## src/rtl/bkpt_pkg.sv

```systemverilog
package bkpt_pkg;
  localparam int NUM_SLOTS  = 4;
  localparam int NUM_SPACES = 5;
  localparam int NUM_SRC    = NUM_SLOTS + 1;
  localparam int CFG_AW     = 4;
  localparam int CFG_DW     = 32;

  localparam logic [CFG_AW-1:0] REG_CTRL0  = 4'd0;
  localparam logic [CFG_AW-1:0] REG_MATCH0 = 4'd4;
  localparam logic [CFG_AW-1:0] REG_HI     = 4'd8;
  localparam logic [CFG_AW-1:0] REG_DATA   = 4'd9;
  localparam logic [CFG_AW-1:0] REG_ACT    = 4'd10;
  localparam logic [CFG_AW-1:0] REG_STAT   = 4'd11;

  typedef enum logic [2:0] {
    SP_CODE = 3'd0, SP_SFR = 3'd1, SP_DATA = 3'd2, SP_IDATA = 3'd3, SP_XDATA = 3'd4
  } space_e;

  typedef struct packed {
    logic                  comb_or;
    logic                  comb_en;
    logic [1:0]            partner;
    logic                  outside;
    logic [NUM_SPACES-1:0] spaces;
    logic                  on_wr;
    logic                  on_rd;
    logic                  en;
  } slot_ctrl_t;

  typedef struct packed {
    logic pin_in;
    logic pulse_en;
    logic halt_en;
  } action_t;
endpackage

```

## src/rtl/bkpt_cfg.sv

```systemverilog
module bkpt_cfg
  import bkpt_pkg::*;
#(
  parameter int ADDR_W = 16,
  parameter int DATA_W = 8
) (
  input  logic                              clk_i,
  input  logic                              rst_ni,
  input  logic                              cfg_we_i,
  input  logic [CFG_AW-1:0]                 cfg_addr_i,
  input  logic [CFG_DW-1:0]                 cfg_wdata_i,
  output slot_ctrl_t [NUM_SLOTS-1:0]        ctrl_o,
  output logic [NUM_SLOTS-1:0][ADDR_W-1:0]  match_o,
  output logic [ADDR_W-1:0]                 hi_o,
  output logic [DATA_W-1:0]                 dval_o,
  output logic [DATA_W-1:0]                 dcare_o,
  output action_t                           act_o,
  output logic                              stat_wr_o
);
  localparam int CTRL_W = $bits(slot_ctrl_t);
  localparam int ACT_W  = $bits(action_t);

  slot_ctrl_t [NUM_SLOTS-1:0]       ctrl_q;
  logic [NUM_SLOTS-1:0][ADDR_W-1:0] match_q;
  logic [ADDR_W-1:0]                hi_q;
  logic [DATA_W-1:0]                dval_q, dcare_q;
  action_t                          act_q;

  always_ff @(posedge clk_i or negedge rst_ni) begin
    if (!rst_ni) begin
      ctrl_q  <= '0;
      match_q <= '0;
      hi_q    <= '0;
      dval_q  <= '0;
      dcare_q <= '0;
      act_q   <= '0;
    end else if (cfg_we_i) begin
      for (int i = 0; i < NUM_SLOTS; i++) begin
        if (cfg_addr_i == REG_CTRL0 + CFG_AW'(i))
          ctrl_q[i] <= slot_ctrl_t'(cfg_wdata_i[CTRL_W-1:0]);
        if (cfg_addr_i == REG_MATCH0 + CFG_AW'(i))
          match_q[i] <= cfg_wdata_i[ADDR_W-1:0];
      end
      if (cfg_addr_i == REG_HI)  hi_q <= cfg_wdata_i[ADDR_W-1:0];
      if (cfg_addr_i == REG_DATA) begin
        dval_q  <= cfg_wdata_i[DATA_W-1:0];
        dcare_q <= cfg_wdata_i[2*DATA_W-1:DATA_W];
      end
      if (cfg_addr_i == REG_ACT) act_q <= action_t'(cfg_wdata_i[ACT_W-1:0]);
    end
  end

  logic unused_wdata;
  assign unused_wdata = ^cfg_wdata_i[CFG_DW-1:2*DATA_W];

  assign ctrl_o    = ctrl_q;
  assign match_o   = match_q;
  assign hi_o      = hi_q;
  assign dval_o    = dval_q;
  assign dcare_o   = dcare_q;
  assign act_o     = act_q;
  assign stat_wr_o = cfg_we_i && (cfg_addr_i == REG_STAT);
endmodule

```

## src/rtl/bkpt_slot.sv

```systemverilog
module bkpt_slot
  import bkpt_pkg::*;
#(
  parameter int ADDR_W   = 16,
  parameter int DATA_W   = 8,
  parameter bit RANGE    = 1'b0,
  parameter bit DATA_CMP = 1'b0
) (
  input  logic              clk_i,
  input  logic              rst_ni,
  input  slot_ctrl_t        ctrl_i,
  input  logic [ADDR_W-1:0] lo_i,
  input  logic [ADDR_W-1:0] hi_i,
  input  logic [DATA_W-1:0] dval_i,
  input  logic [DATA_W-1:0] dcare_i,
  input  logic              acc_rd_i,
  input  logic              acc_wr_i,
  input  logic [ADDR_W-1:0] acc_addr_i,
  input  logic [DATA_W-1:0] acc_data_i,
  input  logic [2:0]        acc_space_i,
  output logic              hit_o
);
  logic       addr_ok, data_ok, dir_ok, space_ok;
  logic [7:0] space_vec;

  assign space_vec = 8'(ctrl_i.spaces);
  assign space_ok  = space_vec[acc_space_i];
  assign dir_ok    = (acc_rd_i && ctrl_i.on_rd) || (acc_wr_i && ctrl_i.on_wr);

  generate
    if (RANGE) begin : g_range
      assign addr_ok = ctrl_i.outside ^ ((acc_addr_i >= lo_i) && (acc_addr_i <= hi_i));
    end else begin : g_exact
      logic unused_rng;
      assign unused_rng = ^{hi_i, ctrl_i.outside};
      assign addr_ok = (acc_addr_i == lo_i);
    end
    if (DATA_CMP) begin : g_data
      assign data_ok = ((acc_data_i ^ dval_i) & dcare_i) == '0;
    end else begin : g_nodata
      logic unused_dat;
      assign unused_dat = ^{dval_i, dcare_i, acc_data_i};
      assign data_ok = 1'b1;
    end
  endgenerate

  logic unused_comb;
  assign unused_comb = ^{ctrl_i.comb_or, ctrl_i.comb_en, ctrl_i.partner};

  assign hit_o = ctrl_i.en && dir_ok && space_ok && addr_ok && data_ok;

  assert_disabled_silent_R2: assert property (@(posedge clk_i) disable iff (!rst_ni)
    !ctrl_i.en |-> !hit_o);
  assert_idle_silent_R4: assert property (@(posedge clk_i) disable iff (!rst_ni)
    (!acc_rd_i && !acc_wr_i) |-> !hit_o);
endmodule

```

## src/rtl/bkpt_evt.sv

```systemverilog
module bkpt_evt (
  input  logic clk_i,
  input  logic rst_ni,
  input  logic evt_i,
  input  logic pin_in_i,
  input  logic pulse_req_i,
  output logic fall_o,
  output logic evt_o,
  output logic evt_oe_o
);
  logic s1_q, s2_q, prev_q, pulse_q;

  always_ff @(posedge clk_i or negedge rst_ni) begin
    if (!rst_ni) begin
      s1_q    <= 1'b1;
      s2_q    <= 1'b1;
      prev_q  <= 1'b1;
      pulse_q <= 1'b0;
    end else begin
      s1_q    <= evt_i;
      s2_q    <= s1_q;
      prev_q  <= s2_q;
      pulse_q <= pulse_req_i && !pin_in_i;
    end
  end

  assign fall_o   = pin_in_i && prev_q && !s2_q;
  assign evt_o    = pulse_q;
  assign evt_oe_o = !pin_in_i;

  assert_fall_single_R12: assert property (@(posedge clk_i) disable iff (!rst_ni)
    fall_o |=> !fall_o);
  assert_pulse_cause_R11: assert property (@(posedge clk_i) disable iff (!rst_ni)
    evt_o |-> $past(pulse_req_i));
endmodule

```

## src/rtl/bkpt_unit.sv

```systemverilog
module bkpt_unit
  import bkpt_pkg::*;
#(
  parameter int ADDR_W     = 16,
  parameter int DATA_W     = 8,
  parameter int RANGE_SLOT = 2
) (
  input  logic                clk_i,
  input  logic                rst_ni,
  input  logic                acc_rd_i,
  input  logic                acc_wr_i,
  input  logic [ADDR_W-1:0]   acc_addr_i,
  input  logic [DATA_W-1:0]   acc_data_i,
  input  logic [2:0]          acc_space_i,
  input  logic                cfg_we_i,
  input  logic [CFG_AW-1:0]   cfg_addr_i,
  input  logic [CFG_DW-1:0]   cfg_wdata_i,
  input  logic                evt_i,
  output logic                evt_o,
  output logic                evt_oe_o,
  output logic                halt_o,
  output logic [NUM_SRC-1:0]  break_src_o
);
  localparam int LAST = NUM_SLOTS - 1;

  slot_ctrl_t [NUM_SLOTS-1:0]       ctrl;
  logic [NUM_SLOTS-1:0][ADDR_W-1:0] match;
  logic [ADDR_W-1:0]                hi;
  logic [DATA_W-1:0]                dval, dcare;
  action_t                          act;
  logic                             stat_wr, ext_fall;
  logic [NUM_SLOTS-1:0]             raw;
  logic [NUM_SRC-1:0]               hits, stat_q;
  logic                             halt_q, brk_any;

  bkpt_cfg #(.ADDR_W(ADDR_W), .DATA_W(DATA_W)) u_cfg (
    .clk_i, .rst_ni, .cfg_we_i, .cfg_addr_i, .cfg_wdata_i,
    .ctrl_o(ctrl), .match_o(match), .hi_o(hi), .dval_o(dval), .dcare_o(dcare),
    .act_o(act), .stat_wr_o(stat_wr)
  );

  for (genvar i = 0; i < NUM_SLOTS; i++) begin : g_slot
    bkpt_slot #(
      .ADDR_W(ADDR_W), .DATA_W(DATA_W),
      .RANGE(i == RANGE_SLOT), .DATA_CMP(i == LAST)
    ) u_slot (
      .clk_i, .rst_ni, .ctrl_i(ctrl[i]), .lo_i(match[i]), .hi_i(hi),
      .dval_i(dval), .dcare_i(dcare), .acc_rd_i, .acc_wr_i,
      .acc_addr_i, .acc_data_i, .acc_space_i, .hit_o(raw[i])
    );
  end

  // slot LAST may absorb a partner (AND) or be extended by it (OR)
  logic       comb_act, comb_and, partner_hit;
  logic [1:0] partner;
  assign partner     = ctrl[LAST].partner;
  assign comb_act    = ctrl[LAST].en && ctrl[LAST].comb_en && (partner != 2'(LAST));
  assign comb_and    = comb_act && !ctrl[LAST].comb_or;
  assign partner_hit = raw[partner];

  always_comb begin
    for (int i = 0; i < LAST; i++)
      hits[i] = raw[i] && !(comb_and && (partner == 2'(i)));
    if (!comb_act)     hits[LAST] = raw[LAST];
    else if (comb_and) hits[LAST] = raw[LAST] && partner_hit;
    else               hits[LAST] = raw[LAST] || partner_hit;
    hits[NUM_SLOTS] = ext_fall;
  end
  assign brk_any = |hits;

  always_ff @(posedge clk_i or negedge rst_ni) begin
    if (!rst_ni) begin
      stat_q <= '0;
      halt_q <= 1'b0;
    end else begin
      stat_q <= (stat_q & ~(stat_wr ? cfg_wdata_i[NUM_SRC-1:0] : '0)) | hits;
      halt_q <= (halt_q && !stat_wr) || (brk_any && act.halt_en);
    end
  end

  bkpt_evt u_evt (
    .clk_i, .rst_ni, .evt_i, .pin_in_i(act.pin_in),
    .pulse_req_i(brk_any && act.pulse_en), .fall_o(ext_fall),
    .evt_o, .evt_oe_o
  );

  assign halt_o      = halt_q;
  assign break_src_o = stat_q;

  assert_halt_sticky_R10: assert property (@(posedge clk_i) disable iff (!rst_ni)
    (halt_o && !(cfg_we_i && cfg_addr_i == REG_STAT)) |=> halt_o);
  assert_halt_has_src_R10: assert property (@(posedge clk_i) disable iff (!rst_ni)
    $rose(halt_o) |-> (break_src_o != '0));
  assert_and_partner_quiet_R8: assert property (@(posedge clk_i) disable iff (!rst_ni)
    (comb_and && !stat_wr && !break_src_o[partner]) |=> !break_src_o[$past(partner)]);
  assert_pin_in_quiet_R12: assert property (@(posedge clk_i) disable iff (!rst_ni)
    (act.pin_in && $past(act.pin_in)) |-> !evt_o);
endmodule

```

## config.mk

```make
export PLATFORM = sky130hd
export DESIGN_NAME = bkpt_unit
export DESIGN_NICKNAME = d
export VERILOG_FILES = /design/src/rtl/bkpt_pkg.sv /design/src/rtl/bkpt_cfg.sv /design/src/rtl/bkpt_slot.sv /design/src/rtl/bkpt_evt.sv /design/src/rtl/bkpt_unit.sv
export SDC_FILE = /design/constraint.sdc
export NUM_CORES = 1
export LEC_CHECK = 0
export CORE_MARGIN = 2
export CORE_UTILIZATION = 45
export CTS_CLUSTER_SIZE = 10
export DETAILED_ROUTE_END_ITERATION = 8
export HOLD_SLACK_MARGIN = 0.06
export PLACE_DENSITY = 0.75
export SLEW_MARGIN = 20
export SYNTH_ARGS = -nofsm -noshare
export SYNTH_HDL_FRONTEND = slang
export SYNTH_HIERARCHICAL = 1
export SYNTH_SLANG_ARGS = --single-unit
```

## constraint.sdc

```tcl
create_clock -name clk_i -period 4 [get_ports clk_i]
set_input_delay 0.4 -clock clk_i [delete_from_list [all_inputs] [get_ports clk_i]]
set_output_delay 0.4 -clock clk_i [all_outputs]
set_load 0.05 [all_outputs]
```

==> impl_metrics.toml <==
[status]
outcome = "finished clean"

[cts]
cts_resized = 0
clkTransAtPathRegs_ns = 0.06
clkLatencyLatePin_ns = 0.41
htreeDepth = 4
cts_root_buf = "clkbuf_16"
numCtsBuffers = 17
cts_sinks = 146
clk_path_buf_depth = 2
tritoncts = "done"

[setup_path]
startpoint_type = "input pin"
path_max_fanout = 2
r2r_slack_ns = 0.55
critical_path_class = "in -> reg"
end_kind = "flip-flop"
crit_required_ns = 4.30
cp.arrival_ns = 3.92

[timing]
relSlewSlack_pct = 27.8
tightest_slew_ns = 1.08
setup_viol = 0
slew_viol_final = 0
whs_ns = 0.360
hold_viol = 0
skew_ns = 0.00624
fin_crit_ns = 3.62
rsz0062_at_grt = "no"
clock.fmax_mhz = 276
min_period_over_period_pct = 90.5
fin_ws_ns = 0.379

[min_path]
hold_class = "reg -> reg"

[global_route]
grt_max_degree = 78
antenna_found_initial = 0
grt_use_total_pct = 21.2
grt_pass1_vias = 5284
grt_pass1_wl_mm = 28.7
grt_overflow = 0

[routing]
ant_nets = 0
vias_per_cell = 5.38
dr_total_vias = 4801
wire_per_inst_um = 19.8
firstDrtPassIters = 5
routed_wl_mm = 17.6
drc = 0
drt_iter0_drc = 228

[floorplanning]
core_area_mm2 = 0.0164
fp-row-count = 47
die_h_um = 133
start_util_pct = 45.5
die_area_mm2 = 0.0176
pin_count = 77
die_w_um = 133

[layout]
diodes = 0
nNetsFinal = 760
layout_commonest_cell = "dfrtp_1"
drive_above_1_share_pct = 32.0
area_growth_pct = 20.3
final_cell_mix = "dfrtp_1, mux2_2, clkdlybuf4s50_1, inv_1"
fin_cells = 892
fin_area_mm2 = 0.00898

[power_and_ir_drop]
p_leak_uw = 0.00395
peakVddDrop_uv = 311
totalPowerFinal_uw = 4700
power.density_mw_per_mm2 = 524

[logic_synthesis]
synthCells = 584
synth_nets = 685
avgSynthCellArea_um2 = 12.8
ys_warn_count = 6
syn_area_mm2 = 0.00746

[placed_design]
gp_congestion = 0.866
port_buffers = 60
dpl.hpwl_mm = 12.9
dp_slack_ns = -0.0254
place_inst = 859
postPlaceCellArea_mm2 = 0.00837

[run]
maxCapViolations = 0
==> routing by layer <==
layer  global-route usage [%]  wire length [µm]  up-vias
met4                     9.26               573        0
li1                         -                 -     2215
met5                        0                 0        -
met3                     4.94               657       37
met1                     26.9              7640     2443
met2                     34.8              8760      106
==> cell type report <==
class	instances	area (µm²)
well taps	220	275
clock inverters	15	170
flip-flops and latches	146	3660
inverters	38	143
fillers	1294	7430
repair buffers	81	762
multi-input cells	375	3540
clock buffers	17	425
==> timing repair <==
action / 4_1_cts / 5_1_grt
hold buffers: 1 / 0
hold endpoints to repair: 75 / 0
setup buffers: 0 / 0
==> stage by stage <==
| stage | setup TNS, ns | utilization [%] |
|---|---|---|
| after floorplan | 0 | - |
| after global placement | 0 | 51.0 |
| after detailed placement | -0.0254 | 51.0 |
| after CTS | 0 | 54.7 |
| after global routing | 0 | 54.7 |
| final | 0 | 54.7 |
==> power by group <==
part	switching, µW	total (µW)	internal (µW)	leakage [µW]
logic	500	1080	577	0.00188
registers	218	2030	1810	0.00179
clock network	658	1590	936	0.000281
==> final timing paths <==
kind	start	to	cells after the start
hold reg to reg	u_evt/s1_q	u_evt/s2_q	0
setup / recovery	acc_addr_i[0]	u_evt/evt_o	14
hold / removal	u_evt/s1_q	u_evt/s2_q	0
setup reg to reg	u_cfg/hi_o[7]	u_evt/evt_o	13
max in group asynchronous	rst_ni	u_evt/s2_q	3
min in group asynchronous	rst_ni	u_cfg/hi_o[5]	2
==> critical path, stage by stage <==
cell and delay [ns]:
clkdlybuf4s50_1 0.49, inv_1 0.07, ha_1 0.29, nor3b_1 0.22
o21ai_1 0.16, a21oi_1 0.23, nor4_1 0.10, o32a_1 0.40
mux2_4 0.33, mux4_2 0.48, o31a_1 0.34, o21ai_1 0.18
a21boi_1 0.08, nor2b_1 0.14
==> sequential cells by signal, summed over array words and instances (netlist names) <==
signal / count
u_cfg/match_o: 64
halt_o: 1
u_cfg/hi_o: 16
u_evt/evt_o: 1
u_cfg/ctrl_o: 37
u_evt/s1_q: 1
break_src_o: 5
u_cfg/act_o: 3
u_cfg/dval_o: 8
u_evt/s2_q: 1
u_cfg/dcare_o: 8
u_evt/prev_q: 1
No activity file was read; power rests on OpenSTA's default activity.
